**src/rtl/smb_cfg_slave.sv**
```systemverilog
module smb_cfg_slave #(
  parameter logic [6:0] DEV_ADDR = 7'h69,
  parameter int NREG = 11,
  parameter int ID_IDX = 7,
  parameter int STRAP_IDX = 6,
  parameter int STRAP_W = 3,
  parameter logic [NREG*8-1:0] DEFAULTS = 88'h00_0E_44_08_18_00_07_00_FF_FE_FF
) (
  input  logic                clk,
  input  logic                rst_n,
  input  logic                scl_in,
  input  logic                sda_in,
  output logic                sda_oe,
  input  logic [STRAP_W-1:0]  strap_in,
  input  logic [7:0]          id_in,
  output logic [NREG*8-1:0]   cfg_out
);
  localparam int IW = $clog2(NREG);
  localparam logic [7:0] COUNT_BYTE = 8'(NREG);

  typedef enum logic [2:0] {S_IDLE, S_ADDR, S_CMD, S_CNT, S_WR, S_RD} st_t;

  st_t        st;
  logic [2:0] scl_p, sda_p;
  logic [3:0] cnt;
  logic [7:0] sh, tx;
  logic [6:0] ptr;
  logic       cnt_first, nack;
  logic [7:0] regs [NREG];
  logic [7:0] view [NREG];

  wire scl_s = scl_p[1];
  wire scl_d = scl_p[2];
  wire sda_s = sda_p[1];
  wire sda_d = sda_p[2];
  wire start_c = scl_s & scl_d & sda_d & ~sda_s;
  wire stop_c  = scl_s & scl_d & ~sda_d & sda_s;
  wire scl_rise = scl_s & ~scl_d;
  wire scl_fall = ~scl_s & scl_d;

  always_ff @(posedge clk or negedge rst_n)
    if (!rst_n) begin
      scl_p <= 3'b111;
      sda_p <= 3'b111;
    end else begin
      scl_p <= {scl_p[1:0], scl_in};
      sda_p <= {sda_p[1:0], sda_in};
    end

  always_comb begin
    for (int i = 0; i < NREG; i++) view[i] = regs[i];
    view[ID_IDX] = id_in;
    view[STRAP_IDX][STRAP_W-1:0] = strap_in;
  end

  for (genvar g = 0; g < NREG; g++) begin : g_out
    assign cfg_out[g*8 +: 8] = view[g];
  end

  wire        ptr_ok  = int'(ptr) < NREG;
  wire        ptr_wr  = ptr_ok && (int'(ptr) != ID_IDX);
  wire [7:0]  rd_byte = ptr_ok ? view[ptr[IW-1:0]] : 8'h00;
  wire [7:0]  nxt     = cnt_first ? COUNT_BYTE : rd_byte;

  always_ff @(posedge clk or negedge rst_n)
    if (!rst_n) begin
      st <= S_IDLE;
      cnt <= 4'd0;
      sh <= 8'h00;
      tx <= 8'h00;
      ptr <= 7'd0;
      cnt_first <= 1'b0;
      nack <= 1'b0;
      sda_oe <= 1'b0;
      for (int i = 0; i < NREG; i++) regs[i] <= DEFAULTS[i*8 +: 8];
    end else if (start_c) begin
      st <= S_ADDR;
      cnt <= 4'd0;
      sda_oe <= 1'b0;
    end else if (stop_c) begin
      st <= S_IDLE;
      cnt <= 4'd0;
      sda_oe <= 1'b0;
    end else if (st != S_IDLE) begin
      if (scl_rise) begin
        if (cnt < 4'd8) sh <= {sh[6:0], sda_s};
        if (cnt == 4'd8) nack <= sda_s;
        cnt <= cnt + 4'd1;
      end
      if (scl_fall) begin
        if (cnt == 4'd8) begin
          case (st)
            S_ADDR:
              if (sh[7:1] == DEV_ADDR) begin
                sda_oe <= 1'b1;
                st <= sh[0] ? S_RD : S_CMD;
              end else st <= S_IDLE;
            S_CMD: begin
              sda_oe <= 1'b1;
              ptr <= sh[7] ? sh[6:0] : 7'd0;
              cnt_first <= ~sh[7];
              st <= sh[7] ? S_WR : S_CNT;
            end
            S_CNT: begin
              sda_oe <= 1'b1;
              st <= S_WR;
            end
            S_WR: begin
              sda_oe <= 1'b1;
              if (ptr_wr) regs[ptr[IW-1:0]] <= sh;
              if (ptr != 7'h7f) ptr <= ptr + 7'd1;
            end
            default: sda_oe <= 1'b0;
          endcase
        end else if (cnt == 4'd9) begin
          cnt <= 4'd0;
          if (st == S_RD && !nack) begin
            tx <= nxt;
            sda_oe <= ~nxt[7];
            if (cnt_first) cnt_first <= 1'b0;
            else if (ptr != 7'h7f) ptr <= ptr + 7'd1;
          end else begin
            sda_oe <= 1'b0;
            if (st == S_RD) st <= S_IDLE;
          end
        end else if (st == S_RD && cnt != 4'd0) begin
          sda_oe <= ~tx[3'(4'd7 - cnt)];
        end
      end
    end

  p_idle_released_r2: assert property (@(posedge clk) disable iff (!rst_n)
    (st == S_IDLE) |-> !sda_oe);

  p_ack_slot_r2: assert property (@(posedge clk) disable iff (!rst_n)
    ($rose(sda_oe) && st != S_RD) |-> (cnt == 4'd8));

  p_drive_scl_low_r8: assert property (@(posedge clk) disable iff (!rst_n)
    $rose(sda_oe) |-> !scl_s);

  p_write_at_byte_end_r3: assert property (@(posedge clk) disable iff (!rst_n)
    !$stable(regs[0]) |-> ($past(cnt) == 4'd8 && $past(st) == S_WR));

  p_frame_range_r9: assert property (@(posedge clk) disable iff (!rst_n)
    cnt <= 4'd9);
endmodule

```
**config.mk**
```make
export PLATFORM = sky130hd
export DESIGN_NAME = smb_cfg_slave
export DESIGN_NICKNAME = d
export VERILOG_FILES = /design/src/rtl/smb_cfg_slave.sv
export SDC_FILE = /design/constraint.sdc
export NUM_CORES = 1
export LEC_CHECK = 0
export BUFFER_PORTS_ARGS = -buffer_cell sky130_fd_sc_hd__buf_2
export CAP_MARGIN = 0
export CORE_MARGIN = 1
export CORE_UTILIZATION = 58
export CTS_BUF_LIST = sky130_fd_sc_hd__clkbuf_2
export DETAILED_ROUTE_END_ITERATION = 16
export GPL_ROUTABILITY_DRIVEN = 0
export GPL_TIMING_DRIVEN = 1
export PLACE_DENSITY = 0.82
export SETUP_SLACK_MARGIN = 0.05
export SLEW_MARGIN = 40
export SYNTH_ARGS = -nofsm -noshare
export SYNTH_HDL_FRONTEND = slang
export SYNTH_SLANG_ARGS = --single-unit
```
**constraint.sdc**
```tcl
create_clock -name clk -period 2.5 [get_ports clk]
set_input_delay 0.5 -clock clk [delete_from_list [all_inputs] [get_ports clk]]
set_output_delay 0.5 -clock clk [all_outputs]
set_load 0.01 [all_outputs]
```
### Word level (Yosys, flattened, before mapping)

Cells that the tools add are included.

* register bits after elaboration: 127
* output and inout port bits: 89
* logic and storage cells: 136
* input port bits: 15

* magnitude comparators: 5
* equal/unequal tests: 16
* multiplexer cells: 50
* bitwise gates (word level): 18
* add/sub/neg operators: 3
* reductions and logical operators: 23

Operators by type and width (number)
* $bwmux W88: 1
* $mux W7: 6
* $mux W8: 5
* $mux W3: 11
* $bmux W8 S4: 1
* $demux W8 S4: 1
* $mux W4: 7
* $reduce_and A7 Y1: 3
* $mux W1: 14
* $pmux W7 S2: 1
* $reduce_bool A4 Y1: 3
* $not A1 Y1: 10
* $reduce_and A5 Y1: 2
* $pmux W3 S3: 1
* $reduce_bool A3 Y1: 3
* $eq A4 B4 Y1 const B: 2
* $reduce_and A8 Y1: 1
* $add A7 B1 Y7 const B: 1
* $and A1 B1 Y1: 7
* $eq A7 B7 Y1 const B: 1
* $lt A7 B4 Y1 const B: 1
* $ne A7 B4 Y1 const B: 1
* $ne A7 B7 Y1 const B: 1
* $eq A3 B2 Y1 const B: 2
* other kinds (23): 29

### Depth between registers and ports, before layout

Gate-level depths: netlist (run 1).

* depth after elaboration: 14
* depth in mapped cells: 8
* depth with buffers taken out: 7

### Worst setup path before layout (run 1)

Ideal clock, no wire load.

* path type: reg-to-reg
* from: register ptr[0]
* to: register regs (netlist bit cfg_out[35])
* path buffers: 3
* path slack: 0.314 ns
* period minus slack after synthesis: 2.186 ns
* stages on the path, launching flop included: 8
* setup time: 0.125 ns
* arrival: 2.061 ns
* required time: 2.375 ns
* cells stage by stage: dfrtp_1 -> buf_4 -> buf_2 -> buf_2 -> inv_1 -> ha_1 -> nand3_1 -> mux2_2

* cells in the longest elaborated chain, start to end: 6
* elaborated cells on any way between the ends: 11
* those cells by class: order compare: 3; eq/ne: 1; mux: 3; bitwise: 1; reduce/logical: 3

Ends and longest elaborated chain
* start: declaration: line 27 `logic [6:0] ptr;`
* start signal: assignment: line 100 `ptr <= sh[7] ? sh[6:0] : 7'd0;`
* start signal: assignment: line 111 `if (ptr != 7'h7f) ptr <= ptr + 7'd1;`
* start signal: assignment: line 121 `else if (ptr != 7'h7f) ptr <= ptr + 7'd1;`
* $not A4 Y5 (implied by the code): line 110 `if (ptr_wr) regs[ptr[IW-1:0]] <= sh;`
* $ge A5 B5 Y1 (implied by the code) / $lt A5 B1 Y1 (equally long branches): line 110
* $logic_and A1 B1 Y1 (implied by the code): line 110
* $mux W8 (implied by the code): line 110
* $demux W8 S4: line 110
* $bwmux W88: line 110
* end signal: indexed assignment: line 110
* end: declaration: line 29 `logic [7:0] regs [NREG];`

Parallel ways exist; a longest one is shown, timed or not.
A chain may end at the register's enable or synchronous reset.

### Worst setup path in the final report (run 1)

* from: register cnt[0]
* to: register regs (netlist bit cfg_out[43])

* cells in the longest elaborated chain, start to end: 2

Ends and longest elaborated chain
* start: declaration: line 25 `logic [3:0] cnt;`
* start signal: assignment: line 88 `cnt <= cnt + 4'd1;`
* $eq A4 B4 Y1: line 91 `if (cnt == 4'd8) begin`
* $reduce_and A7 Y1 (no source line)

No other way between the ends.

==> results of run 1 <==
## through the flow
step	hold slack [ns]	instance area (sq um)	setup TNS [ns]
floorplan	0.2044	5964	0
global placement	0.3470	6603	0
detailed placement	0.3496	6603	0
CTS	0.3638	6892	0
global route	0.3527	6908	-0.6342
finish	0.3660	6908	0
## metal layers
metal	vias up	share of wire [%]	routed length, um
li1	1963	-	-
met1	2320	42	6297
met2	213	50	7477
met3	19	6.3	936
met4	0	1.2	179
met5	-	0	0
## registers in the layout, indices dropped and copies added, names as in the netlist, 3 cells and up
register and flops:
scl_p 3, ptr 7, sda_p 3, st 3
cnt 4, sh 8, cfg_out 77, tx 8
## kinds of logic (layout without fill, tap and decap cells)
kind of cell	count (synthesis)	after routing	share of synthesized area (%)
adder cells (fa/ha/maj)	7	7	1.468
multiplexers	115	115	25.03
flip-flops	116	116	49.49
buffers and inverters	53	170	4.321
XOR/XNOR	5	5	0.7342
AO/OA/AOI/OAI	78	78	8.958
AND/OR/NAND/NOR	104	104	10.01
## final cells by class
type	instances	area [sq um]	share of cell area (%)
Sequential cell	116	2952	42.73
Multi-Input combinational cell	309	2771	40.12
Timing Repair Buffer	127	718.2	10.40
Tap cell	133	166.4	2.409
Clock inverter	13	163.9	2.373
Clock buffer	19	95.09	1.377
Inverter	11	41.29	0.5977
## timing repair
action | in CTS | in global routing
resized for setup | 0 | 3
hold buffers | 3 | 0
endpoints found under the hold margin | 28 | 0
endpoints found under the setup margin | 0 | 69
## power breakdown
part / switching (mW) / total (mW) / internal (mW) / leakage [nW]
registers: 0.0510 / 1.95 / 1.90 / 1.46
clock network: 0.693 / 1.34 / 0.647 / 0.161
logic: 0.0939 / 0.160 / 0.0660 / 1.78
## worst max-delay path: cells and delay by family, from the launching register on
kind,cells,cell delay [ns]
buffers and inverters,1,0.16
adder cells (fa/ha/maj),1,0.19
AND/OR/NAND/NOR,3,1.06
multiplexers,1,0.41
flip-flops,1,0.51
## final timing paths
kind	from	end
worst max-delay path	cnt[0]$_DFFE_PN0P_	cfg_out[43]$_DFFE_PN0P_
worst min-delay path	sda_p[0]$_DFF_PN1_	sda_p[1]$_DFF_PN1_
worst max register to register	cnt[0]$_DFFE_PN0P_	cfg_out[43]$_DFFE_PN0P_
worst min register to register	sda_p[0]$_DFF_PN1_	sda_p[1]$_DFF_PN1_
max in group asynchronous	rst_n	cfg_out[75]$_DFFE_PN1P_
min in group asynchronous	rst_n	cfg_out[78]$_DFFE_PN0P_
## layout by cell type (no fill, tap or decap), drive strengths merged, types with 3 or more instances in the layout
cell         netlist  routed
nand3             10      10
ha                 7       7
nand4              5       5
dlygate4sd3        0       3
bufinv             0       4
nand3b             3       3
a32o               7       7
nor3               7       7
clkinv             0       9
nor4b              3       3
dfstp             39      39
mux4              18      18
nor2b              7       7
a211o              3       3
a221o              4       4
buf               22     124
a21oi             18      18
clkbuf            20      19
nor2              16      16
xnor2              4       4
mux2i              4       4
a31oi              8       8
o21ai             17      17
a211oi             5       5
inv               11      11
a21o               4       4
dfrtp             77      77
and2               5       5
nand2             34      34
mux2              93      93
==> flow_metrics.py, run 1 <==
metrics = {
    "synth": {
        "synth-edff-count": 0,
        "synth_top_area_cell": "dfrtp_1",
        "ys.flop_type": "dfrtp_1",
        "synth_nets": 500,
        "synth_area_leaders": "dfrtp_1 (32%), dfstp_2 (17%), mux2_2 (17%)",
        "yosysMostFrequentCell": "mux2_2",
        "ys_ff_latch": 116,
        "avgSynthCellArea_sq_um": 12.48,
        "syn_area_sq_mm": 0.005964,
        "yosys_warnings": 0,
        "yosysUniqueCellTypes": 55,
        "yosysTopAreaCellShare_pct": 32.31,
        "ys_seq_area_share_pct": 49.49,
        "synthTopCellsByCount": "mux2_2 (90), dfrtp_1 (77), dfstp_2 (39), nand2_1 (27), clkbuf_1 (20)",
        "postSynth.asyncResetShare_pct": 100.0,
        "syn_inst": 478,
    },
    "critical_path": {
        "cp.arrival_ns": 2.97,
        "r2r_setup_slack_ns": 0.08,
        "crit_path_end_kind": "flop",
        "worstSetupStartpointType": "flop",
        "critPathMaxStageDelay_ns": 0.51,
        "rr_worst_depth": 6,
        "slowest_stage": "dfrtp_1",
        "path_cells": "inv_1 > ha_1 > nand4_1 > nor3_2 > nand3_1 > mux2_2",
        "cp.required_ns": 3.05,
        "worstPathMaxFanout": 8,
        "critPathKind": "flop to flop",
    },
    "floorplan": {
        "initial_core_util_pct": 60.46,
        "boundaryPins": 104,
        "rows": 36,
        "core_sq_mm": 0.009864,
        "dieArea_sq_mm": 0.01069,
        "die_width_um": 103.4,
        "die_h_um": 103.4,
    },
    "route": {
        "wl_um": 14890,
        "first_iter_violations": 380,
        "drc": 0,
        "vias": 4515,
        "viasPerCell": 6.202,
        "dr.pass1.iters": 6,
        "wl_per_cell_um": 20.45,
        "ant_nets": 0,
    },
    "sta": {
        "fmax_ghz": 0.4136,
        "skew_ns": 0.03009,
        "min_period_ns": 2.418,
        "hold_viol": 0,
        "maxSlewHeadroom_pct": 45.96,
        "grt_setup_unrepaired": "yes",
        "worst_pin_slew_ns": 0.8106,
        "timing.final.crit_share_pct": 96.70,
        "finalSetupViolCount": 0,
        "setup_ws_ns": 0.08239,
        "final_max_slew_viol_count": 0,
    },
    "place": {
        "pre_cts_slack_ns": 0.1147,
        "io_buffers": 103,
        "dp.cells": 693,
        "hpwl_um": 10450,
    },
    "layout": {
        "insertedDiodeCount": 0,
        "utilization_pct": 70.03,
        "syn_to_final_growth_pct": 15.82,
        "fillers": 713,
        "drive_above_1_share_pct": 53.11,
        "fin_nets": 604,
        "fin_cells": 728,
    },
    "flow_run": {
        "max-cap-violations": 0,
    },
    "clock_network": {
        "postCtsSetupRepairBufs": 0,
        "ctsLongestPathBuffers": 2,
        "path_clk_slew_ns": 0.16,
        "cts_root_buf": "clkbuf_2",
        "cts-htree-levels": 4,
        "numClockSinks": 116,
        "cts_tree": "done",
        "clock_latency_ns": 0.65,
        "cts_inserted_buffers": 17,
    },
    "power_and_ir_drop": {
        "power_mw": 3.454,
        "p_leak_nw": 3.395,
        "ir_drop_uv": 320.1,
        "pwr_density_cell_mw_per_mm2": 500.0,
    },
    "global_route": {
        "grt_util_all_layers_pct": 30.30,
        "grt_max_degree": 55,
        "busiest_layer": "met2",
        "grt_util_met1_pct": 41.00,
        "grt_pass1_wl_um": 23670,
        "use_met2_pct": 48.45,
        "overflow": 0,
        "antenna_found_initial": 0,
        "grtUsageMet3_pct": 6.519,
        "first_global_vias": 4527,
    },
    "min_path": {
        "holdPathStages": 0,
        "min_path_type": "flop to flop",
    },
    "status": {
        "outcome": "finished clean",
    },
}
Note: power is estimated with default switching activity, not from simulation.
==> inputs of run 2 (changes only) <==
Settings changed: ABC_AREA set to 1, CORE_UTILIZATION 58 to 52, PLACE_DENSITY 0.82 to 0.74.
==> flow_metrics.py, run 2 <==
metrics = {
    "global_route": {
        "grt_util_all_layers_pct": 31.95,
        "grt_pass1_wl_um": 30780,
        "antenna_found_initial": 1,
        "overflow": 0,
        "first_global_vias": 5782,
        "grt_max_degree": 58,
    },
    "clock_network": {
        "cts-htree-levels": 4,
        "clock_latency_ns": 0.77,
        "cts_inserted_buffers": 17,
        "cts_tree": "done",
        "path_clk_slew_ns": 0.18,
        "numClockSinks": 116,
        "cts_root_buf": "clkbuf_2",
        "ctsLongestPathBuffers": 2,
    },
    "layout": {
        "final_area_sq_mm": 0.007335,
        "largest_reg_flops": 77,
        "register_area_sq_mm": 0.002952,
        "fin_nets": 921,
        "layout_commonest_cell": "nand2_1",
        "multi_input_area_sq_mm": 0.002869,
        "syn_to_final_growth_pct": 15.21,
        "fillers": 1051,
        "layout_common_cells": "nand2_1 (282), buf_2 (102), nand4_1 (81)",
        "drive_above_1_share_pct": 25.77,
    },
    "route": {
        "ant_nets": 0,
        "dr.pass1.iters": 6,
        "viasPerCell": 5.930,
        "wl_um": 19590,
        "vias": 6286,
        "drc": 0,
        "wl_per_cell_um": 18.48,
        "first_iter_violations": 610,
    },
    "place": {
        "placed_area_sq_mm": 0.006932,
        "pre_cts_slack_ns": 0.2317,
        "io_buffers": 103,
        "hpwl_um": 13760,
    },
    "synth": {
        "yosysTopAreaCellShare_pct": 30.27,
        "synthTopCellsByCount": "nand2_1 (282), nand4_1 (81), dfrtp_1 (77), inv_1 (51), o21ai_0 (47)",
        "ys_ff_latch": 116,
        "ys.flop_type": "dfrtp_1",
        "yosys_warnings": 0,
        "syn_inst": 799,
        "synth_nets": 821,
        "synth_top_area_cell": "dfrtp_1",
        "syn_area_sq_mm": 0.006366,
        "synth_area_leaders": "dfrtp_1 (30%), nand2_1 (17%), dfstp_2 (16%)",
        "ys_seq_area_share_pct": 46.36,
        "postSynth.asyncResetShare_pct": 100.0,
        "yosysUniqueCellTypes": 40,
        "avgSynthCellArea_sq_um": 7.968,
        "synth-edff-count": 0,
        "yosysMostFrequentCell": "nand2_1",
    },
    "flow_run": {
        "max-cap-violations": 0,
    },
    "power_and_ir_drop": {
        "p_leak_nw": 3.815,
        "pwr_density_cell_mw_per_mm2": 567.8,
        "power_mw": 4.165,
        "ir_drop_uv": 318.6,
    },
    "critical_path": {
        "r2r_setup_slack_ns": 0.15,
        "cp.arrival_ns": 3.02,
        "critPathKind": "flop to flop",
        "worstSetupStartpointType": "flop",
        "worstPathMaxFanout": 9,
        "crit_path_end_kind": "flop",
        "cp.required_ns": 3.17,
        "rr_worst_depth": 12,
        "r2r-end": "cfg_out[35]$_DFFE_PN0P_",
        "r2r_start": "cnt[1]$_DFFE_PN0P_",
    },
    "floorplan": {
        "rows": 40,
        "die_width_um": 112.6,
        "dieArea_sq_mm": 0.01269,
        "core_sq_mm": 0.01196,
        "die_h_um": 112.6,
        "initial_core_util_pct": 53.22,
        "boundaryPins": 104,
    },
    "sta": {
        "setup_ws_ns": 0.1499,
        "maxSlewHeadroom_pct": 54.54,
        "worst_pin_slew_ns": 0.6819,
        "finalSetupViolCount": 0,
        "skew_ns": 0.01862,
        "hold_viol": 0,
        "fmax_ghz": 0.4255,
        "timing.final.crit_share_pct": 94.00,
        "grt_setup_unrepaired": "no",
        "final_max_slew_viol_count": 0,
        "tns_ns": 0,
        "min_period_ns": 2.350,
    },
    "min_path": {
        "min_path_type": "input pin to async pin",
    },
    "status": {
        "outcome": "finished clean",
    },
}
==> run 2: stage by stage <==
stage / std cells / hold slack (ns) / util [%]
2_1_floorplan: 799 / 0.2044 / -
3_3_place_gp: 1016 / 0.3468 / 57.95
3_5_place_dp: 1016 / 0.3473 / 57.95
4_1_cts: 1051 / 0.2139 / 60.51
5_1_grt: 1060 / 0.2171 / 61.32
6_report: 1060 / 0.2084 / 61.32
==> run 2: power breakdown <==
group | total (mW) | internal [mW] | switching, mW | leakage [nW]
logic | 0.557 | 0.154 | 0.403 | 2.24
clock network | 1.43 | 0.654 | 0.772 | 0.153
registers | 2.18 | 1.97 | 0.216 | 1.43
==> run 2: final cells by class <==
type | instances | share of cell area [%]
antenna | 1 | 0.03412
clock buffer | 18 | 1.228
clock inverter | 14 | 2.542
inverter | 56 | 2.866
multi-input combinational | 568 | 39.12
sequential | 116 | 40.24
tap | 147 | 2.508
timing repair buffer | 140 | 11.46
==> run 2: how the worst max path moves through the flow <==
stage	slack, ns	cells after the start	startpoint	endpoint
after floorplan	0.47	8	ptr[1]$_DFFE_PN0P_	cfg_out[64]$_DFFE_PN0P_
after global placement	0.32	10	cnt[0]$_DFFE_PN0P_	cfg_out[81]$_DFFE_PN0P_
after detailed placement	0.23	10	cnt[1]$_DFFE_PN0P_	cfg_out[8]$_DFFE_PN0P_
after CTS	0.19	10	cnt[1]$_DFFE_PN0P_	cfg_out[68]$_DFFE_PN0P_
after global routing	0.09	12	cnt[0]$_DFFE_PN0P_	cfg_out[37]$_DFFE_PN0P_
final	0.15	12	cnt[1]$_DFFE_PN0P_	cfg_out[35]$_DFFE_PN0P_
==> run 2: repair_timing <==
item                       CTS  global route
buffers inserted             0             7
setup endpoints to repair    0            36
hold buffers                 3             0
hold endpoints to repair    32             0
gates resized for setup      0             3
==> run 2: worst max-delay path, stage by stage (launching register included) <==
cell and delay [ns]:
dfrtp_1 0.47, inv_1 0.22, ha_1 0.19, inv_1 0.04, nor2_1 0.08, inv_1 0.08
nor3_4 0.23, o2111a_4 0.38, buf_4 0.18, buf_4 0.13, nand3_4 0.11, nand2_1 0.09
nand2_1 0.06
==> run 2: layer usage <==
layer	share of wire (%)	wire length (um)	track usage [%]
met5	0	0	0
met1	41	8062	43.73
met3	10	1951	7.937
met2	45	8886	48.60
met4	3.5	689	13.33
==> run 2: cells by family after synthesis <==
group                      after synthesis  synth area share, %
xor gates and xnor gates                 4               0.5504
AOI/OAI and AO/OA                       97                9.434
DFF                                    116                46.36
adders and majority gates                7                1.376
buffers and inverters                  116                9.021
and+or+nand+nor                        459                33.26
==> inputs of run 3 (changes only) <==
Settings changed: CORE_MARGIN 1 to 3.
==> flow_metrics.py, run 3 (same netlist as run 2, synthesis figures left out) <==
metrics = {
    "power_and_ir_drop": {
        "p_comb_share_pct": 12.5,
        "p_switching_mw": 1.382,
        "seqPwrFrac_pct": 50.1,
        "pwr_density_cell_mw_per_mm2": 598.1,
        "ir_drop_uv": 325.6,
        "p_int_mw": 2.974,
        "power_mw": 4.356,
        "p_sw_share_pct": 31.73,
        "pwr-share-clk_pct": 37.4,
        "p_leak_nw": 3.786,
    },
    "global_route": {
        "use_met2_pct": 46.83,
        "grt_util_met1_pct": 39.82,
        "grt_pass1_wl_um": 31170,
        "antenna_found_initial": 0,
        "first_global_vias": 5878,
        "busiest_layer": "met2",
        "grt_max_degree": 56,
        "grtUsageMet3_pct": 7.668,
        "overflow": 0,
        "grt_util_all_layers_pct": 29.89,
    },
    "critical_path": {
        "rr_worst_depth": 10,
        "worstPathMaxFanout": 31,
        "r2r_start": "cnt[1]$_DFFE_PN0P_",
        "cp.required_ns": 3.15,
        "crit_path_start": "cnt[1]$_DFFE_PN0P_",
        "cp.arrival_ns": 2.90,
        "endpoint": "cfg_out[64]$_DFFE_PN0P_",
        "worstSetupStartpointType": "flop",
        "r2r_setup_slack_ns": 0.25,
        "critPathKind": "flop to flop",
        "r2r-end": "cfg_out[64]$_DFFE_PN0P_",
        "crit_path_end_kind": "flop",
    },
    "floorplan": {
        "rows": 39,
        "core_sq_mm": 0.01171,
        "boundaryPins": 104,
        "die_h_um": 116.6,
        "dieArea_sq_mm": 0.01361,
        "die_width_um": 116.6,
        "initial_core_util_pct": 54.36,
    },
    "sta": {
        "final_max_slew_viol_count": 0,
        "hold_viol": 0,
        "finalSetupViolCount": 0,
        "timing.final.crit_share_pct": 89.84,
        "fmax_ghz": 0.4453,
        "worst_pin_slew_ns": 0.6356,
        "setup_ws_ns": 0.2541,
        "skew_ns": 0.03184,
        "tns_ns": 0,
        "maxSlewHeadroom_pct": 57.63,
        "min_period_ns": 2.246,
        "grt_setup_unrepaired": "yes",
    },
    "place": {
        "hpwl_um": 13750,
        "pre_cts_slack_ns": 0.2911,
        "io_buffers": 103,
        "placed_area_sq_mm": 0.006917,
    },
    "clock_network": {
        "ctsLongestPathBuffers": 2,
        "cts-htree-levels": 4,
        "clock_latency_ns": 0.74,
        "path_clk_slew_ns": 0.20,
        "cts_inserted_buffers": 17,
        "cts_root_buf": "clkbuf_2",
        "numClockSinks": 116,
        "postCtsSetupRepairBufs": 0,
        "cts_tree": "done",
    },
    "route": {
        "drc": 0,
        "vias": 6239,
        "first_iter_violations": 673,
        "viasPerCell": 5.976,
        "ant_nets": 0,
        "wl_um": 19410,
        "dr.pass1.iters": 7,
        "wl_per_cell_um": 18.59,
    },
    "status": {
        "outcome": "finished clean",
    },
    "layout": {
        "fillers": 1008,
        "layout_commonest_cell": "nand2_1",
        "syn_to_final_growth_pct": 14.39,
        "drive_above_1_share_pct": 24.86,
        "insertedDiodeCount": 0,
        "largest_reg_flops": 77,
        "layout_common_cells": "nand2_1 (282), buf_2 (102), nand4_1 (81)",
        "final_area_sq_mm": 0.007282,
        "register_area_sq_mm": 0.002952,
        "multi_input_area_sq_mm": 0.002851,
        "fin_nets": 910,
    },
    "flow_run": {
        "max-cap-violations": 0,
    },
    "min_path": {
        "min_path_type": "input pin to async pin",
    },
}
[run 3: changes by cell type in the layout (fill, tap and decap cells not counted), sizes merged]
cell and delta:
buf -10, o2111a -1, clkinv -2, diode -1, bufinv +2
[run 3: critical path, stage by stage, from the launching register on]
cell and delay, ns:
dfrtp_1 0.47, inv_1 0.20, ha_1 0.18, inv_1 0.04, nor2_1 0.07, inv_1 0.06
nor3_2 0.12, o2111a_4 0.47, nand3_1 0.33, nand2_1 0.16, nand2_1 0.06
[run 3: power by group through the flow]
| stage | Combinational, mW | Clock (mW) | Sequential (mW) |
|---|---|---|---|
| 3_5_place_dp | 0.529 | 0 | 2.20 |
| 5_1_grt | 0.601 | 1.73 | 2.19 |
| 4_1_cts | 0.535 | 1.64 | 2.17 |
| 6_report | 0.543 | 1.63 | 2.18 |
| 3_3_place_gp | 0.511 | 0 | 2.20 |
| 2_1_floorplan | 0.374 | 0 | 2.06 |
[run 3: per-layer routing]
layer	wire (um)	vias to the layer above
met5	0	-
met2	8994	343
met4	631	0
met1	7933	2984
li1	-	2862
met3	1852	50
[run 3: metrics by stage]
stage          std cells  hold WS (ns)  util, %
2_1_floorplan        799        0.2044        -
3_3_place_gp        1009        0.3458    59.06
3_5_place_dp        1009        0.3482    59.06
4_1_cts             1044        0.2541    62.08
5_1_grt             1044        0.2550    62.18
6_report            1044        0.2608    62.18
[run 3: cell type report]
cell class	instances	area share, %
flip-flops and latches	116	40.53
multi-input cells	567	39.16
repair buffers	130	10.52
clock inverters	14	3.213
inverters	56	2.887
well taps	143	2.457
clock buffers	18	1.237
[run 3: repair_timing]
action	CTS	global route
gates resized for setup	0	2
hold endpoints to repair	28	0
endpoints found under the setup margin	0	13
hold buffers	3	0
[run 3: worst min-delay path by stage]
stage	end	slack, ns	cells after the start
global route	cfg_out[55]$_DFFE_PN0P_	0.25	2
detailed placement	sda_p[1]$_DFF_PN1_	0.35	0
finish	cfg_out[55]$_DFFE_PN0P_	0.26	2
floorplan	cfg_out[24]$_DFFE_PN0P_	0.20	0
CTS	cfg_out[55]$_DFFE_PN0P_	0.25	2
global placement	scl_p[1]$_DFF_PN1_	0.35	0
